## src/rtl/perm_chk_pkg.sv

```systemverilog
package perm_chk_pkg;

  typedef enum logic [1:0] {
    ACC_LOAD  = 2'd0,
    ACC_STORE = 2'd1,
    ACC_FETCH = 2'd2,
    ACC_LOAD2 = 2'd3
  } acc_e;

  typedef struct packed {
    logic rd;
    logic wr;
    logic ex;
  } perm_t;

  localparam logic [1:0] CAUSE_NONE  = 2'b00;
  localparam logic [1:0] CAUSE_PROT  = 2'b01;
  localparam logic [1:0] CAUSE_GUARD = 2'b10;

endpackage

```

## src/rtl/auth_mask_lookup.sv

```systemverilog
module auth_mask_lookup
  import perm_chk_pkg::*;
#(
  parameter int KEY_W = 5,
  parameter int AMR_W = 2 * (2 ** KEY_W)
) (
  input  logic [KEY_W-1:0] key,
  input  logic [AMR_W-1:0] mask,
  output perm_t            mask_perm
);
  localparam int NKEYS = 2 ** KEY_W;

  perm_t per_key [NKEYS];

  // One permission set per key, then a plain selector on the entry's key.
  for (genvar k = 0; k < NKEYS; k++) begin : g_key
    assign per_key[k].rd = ~mask[2*k];
    assign per_key[k].wr = ~mask[2*k+1];
    assign per_key[k].ex = 1'b1;
  end

  always_comb begin
    mask_perm = per_key[key];
  end
endmodule

```

## src/rtl/perm_resolve.sv

```systemverilog
module perm_resolve
  import perm_chk_pkg::*;
(
  input  perm_t entry_auth,
  input  logic  entry_priv,
  input  logic  problem_state,
  input  logic  idx_problem,
  input  logic  partition_scope,
  input  perm_t mask_perm,
  output perm_t granted
);
  logic deny_all;
  logic direct;

  always_comb begin
    deny_all = !partition_scope && entry_priv && problem_state;
    direct   = idx_problem || entry_priv || partition_scope;
    if (deny_all) begin
      granted = '0;
    end else if (direct) begin
      granted = entry_auth;
    end else begin
      granted = entry_auth & mask_perm;
    end
  end
endmodule

```

## src/rtl/fault_judge.sv

```systemverilog
module fault_judge
  import perm_chk_pkg::*;
(
  input  logic [1:0] acc_type,
  input  logic       io_page,
  input  perm_t      granted,
  input  logic       ref_bit,
  input  logic       chg_bit,
  output logic       prot_fault,
  output logic [1:0] cause,
  output logic       rc_fault
);
  logic is_fetch;
  logic is_store;
  logic need_ok;
  logic rc_ok;

  always_comb begin
    is_fetch = (acc_type == ACC_FETCH);
    is_store = (acc_type == ACC_STORE);

    unique case (acc_type)
      ACC_FETCH: need_ok = granted.ex;
      ACC_STORE: need_ok = granted.wr;
      default:   need_ok = granted.rd;
    endcase

    rc_ok = ref_bit && (chg_bit || !is_store);

    if (io_page && is_fetch) begin
      prot_fault = 1'b1;
      cause      = CAUSE_GUARD;
    end else if (!need_ok) begin
      prot_fault = 1'b1;
      cause      = is_fetch ? CAUSE_GUARD : CAUSE_PROT;
    end else begin
      prot_fault = 1'b0;
      cause      = CAUSE_NONE;
    end

    rc_fault = !prot_fault && !rc_ok;
  end
endmodule

```

## src/rtl/pte_perm_rc_check.sv

```systemverilog
module pte_perm_rc_check
  import perm_chk_pkg::*;
#(
  parameter int ENTRY_W  = 64,
  parameter int KEY_W    = 5,
  parameter int AMR_W    = 2 * (2 ** KEY_W),
  parameter int EX_BIT   = 0,
  parameter int WR_BIT   = 1,
  parameter int RD_BIT   = 2,
  parameter int PRIV_BIT = 3,
  parameter int ATTR_LSB = 4,
  parameter int CHG_BIT  = 7,
  parameter int REF_BIT  = 8,
  parameter int KEY_LSB  = 9,
  parameter logic [1:0] IO_ATTR = 2'b11
) (
  input  logic               clk,
  input  logic               rst,
  input  logic               req_valid,
  input  logic [ENTRY_W-1:0] pte,
  input  logic [1:0]         acc_type,
  input  logic               problem_state,
  input  logic               idx_problem,
  input  logic               partition_scope,
  input  logic [AMR_W-1:0]   auth_mask,
  output logic               res_valid,
  output logic               perm_rd,
  output logic               perm_wr,
  output logic               perm_ex,
  output logic               prot_fault,
  output logic [1:0]         fault_cause,
  output logic               rc_fault
);
  perm_t            entry_auth;
  perm_t            mask_perm;
  perm_t            granted;
  logic [KEY_W-1:0] key;
  logic             io_page;
  logic             prot_c;
  logic [1:0]       cause_c;
  logic             rc_c;

  always_comb begin
    entry_auth.rd = pte[RD_BIT];
    entry_auth.wr = pte[WR_BIT];
    entry_auth.ex = pte[EX_BIT];
    key           = pte[KEY_LSB +: KEY_W];
    io_page       = (pte[ATTR_LSB +: 2] == IO_ATTR);
  end

  auth_mask_lookup #(.KEY_W(KEY_W), .AMR_W(AMR_W)) u_mask (
    .key       (key),
    .mask      (auth_mask),
    .mask_perm (mask_perm)
  );

  perm_resolve u_resolve (
    .entry_auth      (entry_auth),
    .entry_priv      (pte[PRIV_BIT]),
    .problem_state   (problem_state),
    .idx_problem     (idx_problem),
    .partition_scope (partition_scope),
    .mask_perm       (mask_perm),
    .granted         (granted)
  );

  fault_judge u_judge (
    .acc_type   (acc_type),
    .io_page    (io_page),
    .granted    (granted),
    .ref_bit    (pte[REF_BIT]),
    .chg_bit    (pte[CHG_BIT]),
    .prot_fault (prot_c),
    .cause      (cause_c),
    .rc_fault   (rc_c)
  );

  always_ff @(posedge clk) begin
    if (rst) begin
      res_valid   <= 1'b0;
      perm_rd     <= 1'b0;
      perm_wr     <= 1'b0;
      perm_ex     <= 1'b0;
      prot_fault  <= 1'b0;
      fault_cause <= CAUSE_NONE;
      rc_fault    <= 1'b0;
    end else begin
      res_valid <= req_valid;
      if (req_valid) begin
        perm_rd     <= granted.rd;
        perm_wr     <= granted.wr;
        perm_ex     <= granted.ex;
        prot_fault  <= prot_c;
        fault_cause <= cause_c;
        rc_fault    <= rc_c;
      end
    end
  end

  AST_RESULT_LATENCY: assert property (@(posedge clk) disable iff (rst)
    req_valid |=> res_valid);

  AST_RESULT_HOLD: assert property (@(posedge clk) disable iff (rst)
    !req_valid |=> $stable(perm_rd) && $stable(prot_fault) && $stable(rc_fault));

  AST_IO_FETCH_GUARD: assert property (@(posedge clk) disable iff (rst)
    req_valid && (pte[ATTR_LSB +: 2] == IO_ATTR) && (acc_type == ACC_FETCH)
    |=> prot_fault && (fault_cause == CAUSE_GUARD));

  AST_PRIV_USER_EMPTY: assert property (@(posedge clk) disable iff (rst)
    req_valid && !partition_scope && pte[PRIV_BIT] && problem_state
    |=> !perm_rd && !perm_wr && !perm_ex);

  AST_CAUSE_SINGLE: assert property (@(posedge clk) disable iff (rst)
    res_valid |-> $onehot0(fault_cause) && (prot_fault == (fault_cause != 2'b00)));

  AST_PROT_BEFORE_RC: assert property (@(posedge clk) disable iff (rst)
    res_valid && prot_fault |-> !rc_fault);

endmodule

```

## config.mk

```make
export PLATFORM = sky130hd
export DESIGN_NAME = pte_perm_rc_check
export DESIGN_NICKNAME = d
export VERILOG_FILES = /design/src/rtl/perm_chk_pkg.sv /design/src/rtl/auth_mask_lookup.sv /design/src/rtl/perm_resolve.sv /design/src/rtl/fault_judge.sv /design/src/rtl/pte_perm_rc_check.sv
export SDC_FILE = /design/constraint.sdc
export NUM_CORES = 1
export LEC_CHECK = 0
export ABC_AREA = 1
export BUFFER_PORTS_ARGS = -buffer_cell sky130_fd_sc_hd__buf_2
export CORE_UTILIZATION = 25
export CTS_BUF_LIST = sky130_fd_sc_hd__clkbuf_16
export CTS_CLUSTER_DIAMETER = 150
export DETAILED_ROUTE_END_ITERATION = 16
export PLACE_DENSITY = 0.73
export SLEW_MARGIN = 0
export SYNTH_ARGS = -nofsm -noshare
export SYNTH_HDL_FRONTEND = slang
export SYNTH_SLANG_ARGS = --single-unit
```

## constraint.sdc

```tcl
create_clock -name clk -period 1.32 [get_ports clk]
set_input_delay 0.132 -clock clk [delete_from_list [all_inputs] [get_ports clk]]
set_output_delay 0.132 -clock clk [all_outputs]
set_load 0.05 [all_outputs]
```

Word level (Yosys, flattened, before mapping):

Cells that the tools add are included.

* add/sub/neg operators: 0
* multipliers: 0
* div/mod/pow operators: 0
* order comparisons: 1
* eq/ne operators: 3
* shift-type cells: 0
* mux-type cells: 11
* bitwise logic cells: 66
* reductions and logical operators: 12

Operators by type and width (number)
* $not A1 Y1: 64
* $bmux W3 S5: 1
* $mux W3: 4
* $ge A6 B6 Y1 const B: 1
* $mux W2: 3
* $not A5 Y6: 1
* $logic_and A1 B1 Y1: 5
* $eq A2 B2 Y1 const B: 2
* $logic_not A1 Y1: 4
* $and A3 B3 Y3: 1
* $logic_or A1 B1 Y1: 3
* $eq A2 B1 Y1 const B: 1
* $mux W1: 2
* $pmux W1 S2: 1

* flip-flop bits (word level): 8
* latch bits: 0
* RAM bits: 0
* memory bits (read-only): 0
* memories: 0

Logic depth before layout (Yosys ltp):

* depth in word-level cells: 12
* depth in mapped cells: 15
* gate-level depth less buffers: 13

Hierarchy:

Synthesis repeated with hierarchy kept, for this count alone.

* cell total of the unflattened synthesis: 241
* area total of the unflattened synthesis: 1213.7 sq um

By module, submodules not included
* auth_mask_lookup: instances 1, cells each 158, area an instance 721.9 sq um
* pte_perm_rc_check: instances 1, cells each 49, area an instance 321.6 sq um
* fault_judge: instances 1, cells each 21, area an instance 120.1 sq um
* perm_resolve: instances 1, cells each 13, area an instance 50.0 sq um

Worst setup path before layout:

No wires, ideal clock.

* kind: input port to flip-flop
* start: in pte[10]
* end: reg fault_cause[1]
* setup time: 122 ps
* arrival time: 1177 ps
* required time: 1198 ps
* setup slack: 21 ps
* stages: 14
* buffers on the path: 2
* path through: buf_4 -> inv_2 -> buf_6 -> nand3_1 -> nand3_1 -> nand2_1 -> nand2_1 -> nand3_1 -> nand3_1 -> nand2_1 -> nand2_2 -> nand3_2 -> nand2_2 -> a21oi_2

* longest elaborated chain between the ends: 10

RTL lines
* from (decl): RTL line pte_perm_rc_check.sv:20 `input logic [ENTRY_W-1:0] pte,`
* $not A5 Y6 (implied by the code): RTL line auth_mask_lookup.sv:23 `mask_perm = per_key[key];`
* $bmux W3 S5: RTL line auth_mask_lookup.sv:23
* $mux W3 (implied by the code) (2 in a row): RTL line auth_mask_lookup.sv:23
* $and A3 B3 Y3: RTL line perm_resolve.sv:23 `granted = entry_auth & mask_perm;`
* $mux W3: RTL line perm_resolve.sv:20 `end else if (direct) begin`
* $mux W3: RTL line perm_resolve.sv:18 `if (deny_all) begin`
* $pmux W1 S2: RTL line fault_judge.sv:22 `unique case (acc_type)`
* $mux W2: RTL line fault_judge.sv:33 `end else if (!need_ok) begin`
* $mux W2: RTL line fault_judge.sv:30 `if (io_page && is_fetch) begin`
* to (signal assigned): RTL line pte_perm_rc_check.sv:94 `fault_cause <= cause_c;`
* to (decl): RTL line pte_perm_rc_check.sv:31 `output logic [1:0] fault_cause,`

Every way passes these cells. The select of a mux whose other input is x is not followed.
A chain may end at the register's enable or synchronous reset.

Final worst setup path:

* start: in pte[9]
* end: reg fault_cause[1]

The elaborated chain is that of the path after synthesis.

==> results.json <==
{
  "status": "complete, no violations",
  "r2r_end": "rc_fault$_SDFFE_PP0P_",
  "hold_viol": 0,
  "vias_per_cell": 4.68,
  "period_needed_ns": 1.19,
  "critical_path_class": "input pin to flip-flop",
  "post_route_cells_drive_above_1_share": 0.404,
  "yosysSeqAreaShare": 0.143,
  "synthCells": 204,
  "critPathTopFamily": "simple AND/OR/NAND/NOR gates",
  "nNetsFinal": 437,
  "hold_path_class": "input pin to flip-flop",
  "drtIter0Drc": 99,
  "dp_cells": 342,
  "area_growth_pct": 58.8,
  "pin_count": 144,
  "dpl.hpwl_mm": 2.94,
  "grt_pass1_vias": 1485,
  "slowest_stage": "clkbuf_16",
  "cp.arrival_ns": 1.30,
  "yosys_warnings": 0,
  "maxSlewViolCount": 0,
  "period_share": 0.903,
  "synth_nets": 342,
  "slowest_delay_ns": 0.16,
  "worstMarginPinSlew_ns": 0.262,
  "vias": 1632,
  "fin_ws_ns": 0.128,
  "reg2reg_slack_ns": 0.70,
  "peakVddDrop_v": 0.000465,
  "rr_startpoint": "rc_fault$_SDFFE_PP0P_",
  "power_leakage_uw": 0.00100,
  "setup.worst_path.start_class": "input pin",
  "cts_tree": "built",
  "globalRouteOverflowTotal": 0,
  "drcViolationCount": 0,
  "crit_buf_inv": 2,
  "clk_latency_ns": 0.23,
  "fin_worst_hold_slack_ns": 0.109,
  "finalNonFillerCells": 349,
  "hold_start": "rst",
  "diodes": 0,
  "worst-path-stages": 14,
  "maxCapViolCount": 0,
  "setup.worst_path.end_class": "flip-flop",
  "holdPathStages": 2,
  "rows": 24,
  "min_to": "prot_fault$_SDFFE_PP0P_",
  "core_sq_mm": 0.00432,
  "avgSynthCellArea_sq_um": 5.50,
  "skew_ns": 0,
  "dr.pass1.iters": 4,
  "antenna_found_initial": 0,
  "wl_mm": 3.80,
  "synth_cell_types": 21,
  "place_ws_ns": -0.166,
  "place_congestion": 0.851,
  "clk_pin_slew_ns": 0.04,
  "worstPathRequired_ns": 1.43,
  "grt_pass1_wl_mm": 6.09,
  "cts_root_buf": "clkbuf_16",
  "ctsHtreeMaxLevel": 1,
  "die-area_sq_mm": 0.00476,
  "clock_path_buffers": 2,
  "cp_max_fo": 7,
  "wire_per_inst_um": 10.9,
  "place.port_buffers": 92,
  "initial_core_util": 0.260,
  "r2r_cells": 2,
  "yosys_register_bits": 8,
  "setup_viol": 0,
  "syn_area_sq_mm": 0.00112,
  "rsz0062_at_grt": "no",
  "postCtsHoldBufs": 0,
  "fmax_mhz": 839,
  "max-slew-margin-rel": 0.826,
  "die_h_um": 69,
  "ant_nets": 0,
  "power_density_mw_per_mm2": 735,
  "cp_cell_sequence": "buf_12 -> clkbuf_16 -> nand2_1 -> nand3_1 -> nand3_1 -> nand2_1 -> nand2_1 -> nand3_1 -> nand3_1 -> nand2_1 -> nand2_2 -> nand3_2 -> nand2_2 -> a21oi_2",
  "cts_made_buffers": 3,
  "grt_max_degree": 33,
  "die_w_um": 69,
  "grt.total_usage": 0.146,
  "clock_sinks": 8
}
## where the power goes
| part | internal (uW) | switching [uW] |
|---|---|---|
| sequential | 260 | 7.61 |
| combinational | 236 | 297 |
| clock | 391 | 117 |
| total | 887 | 422 |
## worst register-to-register path: stages, from the launching register on
cell and delay, ns:
dfxtp_1 0.30, o211ai_1 0.15, a21oi_1 0.05
## Yosys cell counts, drive strengths merged
cell    instances  share of area
a21oi           7          0.038
nand3          58           0.27
nand2          90           0.31
buf            12           0.10
o21ai           5          0.022
ha              2          0.022
nor2            4          0.013
inv            14          0.054
nor3            1         0.0045
dfxtp           8           0.14
o21bai          1         0.0067
o211ai          2          0.013
## cell usage in the layout, fill, tap and decap left out, types with 2 or more instances in the layout
cell type and count:
nand3_2 6, buf_12 2, buf_4 3, nor2_1 4, o211ai_1 2, a21oi_2 2, dfxtp_1 8, nand2_1 86
ha_1 2, clkbuf_16 5, a21oi_1 5, buf_2 91, nand2_2 4, nand3_1 52, inv_1 11, o21ai_0 3
o21ai_1 2, buf_6 3
## routing by layer
layer / part of all wire / GRT usage
met1: 0.43 / 0.173
met2: 0.50 / 0.266
met3: 0.065 / 0.0175
met4: 0.011 / 0.0522
met5: 0 / 0
## timing repair
item | 4_1_cts | 5_1_grt
gates resized for setup | 0 | 14
endpoints found under the setup margin | 0 | 4
hold endpoints to repair | 0 | 0
setup buffers | 0 | 0
## cells by family (layout without fill, tap and decap cells)
kind of cell	Yosys count	count (layout)	share of synthesized area
buffers and inverters	26	119	0.157
adder cells (fa/ha/maj)	2	2	0.0223
flip-flops	8	8	0.143
AO/OA/AOI/OAI	15	15	0.0803
AND/OR/NAND/NOR	153	153	0.598
## registers in the layout (all words and copies together) (netlist names)
name / cells
res_valid: 1
perm_wr: 1
prot_fault: 1
perm_rd: 1
rc_fault: 1
perm_ex: 1
fault_cause: 2
## worst max path at each step
stage | startpoint | to
4_1_cts | pte[9] | fault_cause[1]$_SDFFE_PP0P_
5_1_grt | pte[9] | fault_cause[1]$_SDFFE_PP0P_
3_3_place_gp | pte[9] | prot_fault$_SDFFE_PP0P_
6_report | pte[9] | fault_cause[1]$_SDFFE_PP0P_
3_5_place_dp | pte[9] | fault_cause[1]$_SDFFE_PP0P_
2_1_floorplan | pte[10] | fault_cause[1]$_SDFFE_PP0P_
## cell type report
type | count | area [sq um]
Sequential cell | 8 | 160
Multi-Input combinational cell | 170 | 803
Timing Repair Buffer | 101 | 602
Inverter | 14 | 67.6
Fill cell | 483 | 2540
Tap cell | 52 | 65.1
Clock buffer | 3 | 75.1
Timing Repair inverter | 1 | 8.76
## per-stage QoR
| step | cell area, sq um | TNS [ns] | total power [uW] | util |
|---|---|---|---|---|
| after floorplan | 1120 | 0 | 589 | - |
| after global placement | 1590 | -0.522 | 759 | 0.367 |
| after detailed placement | 1590 | -0.623 | 763 | 0.367 |
| after CTS | 1660 | 0 | 1270 | 0.385 |
| after global routing | 1780 | 0 | 1380 | 0.412 |
| final | 1780 | 0 | 1310 | 0.412 |
Power figures use the tool's default switching activity.
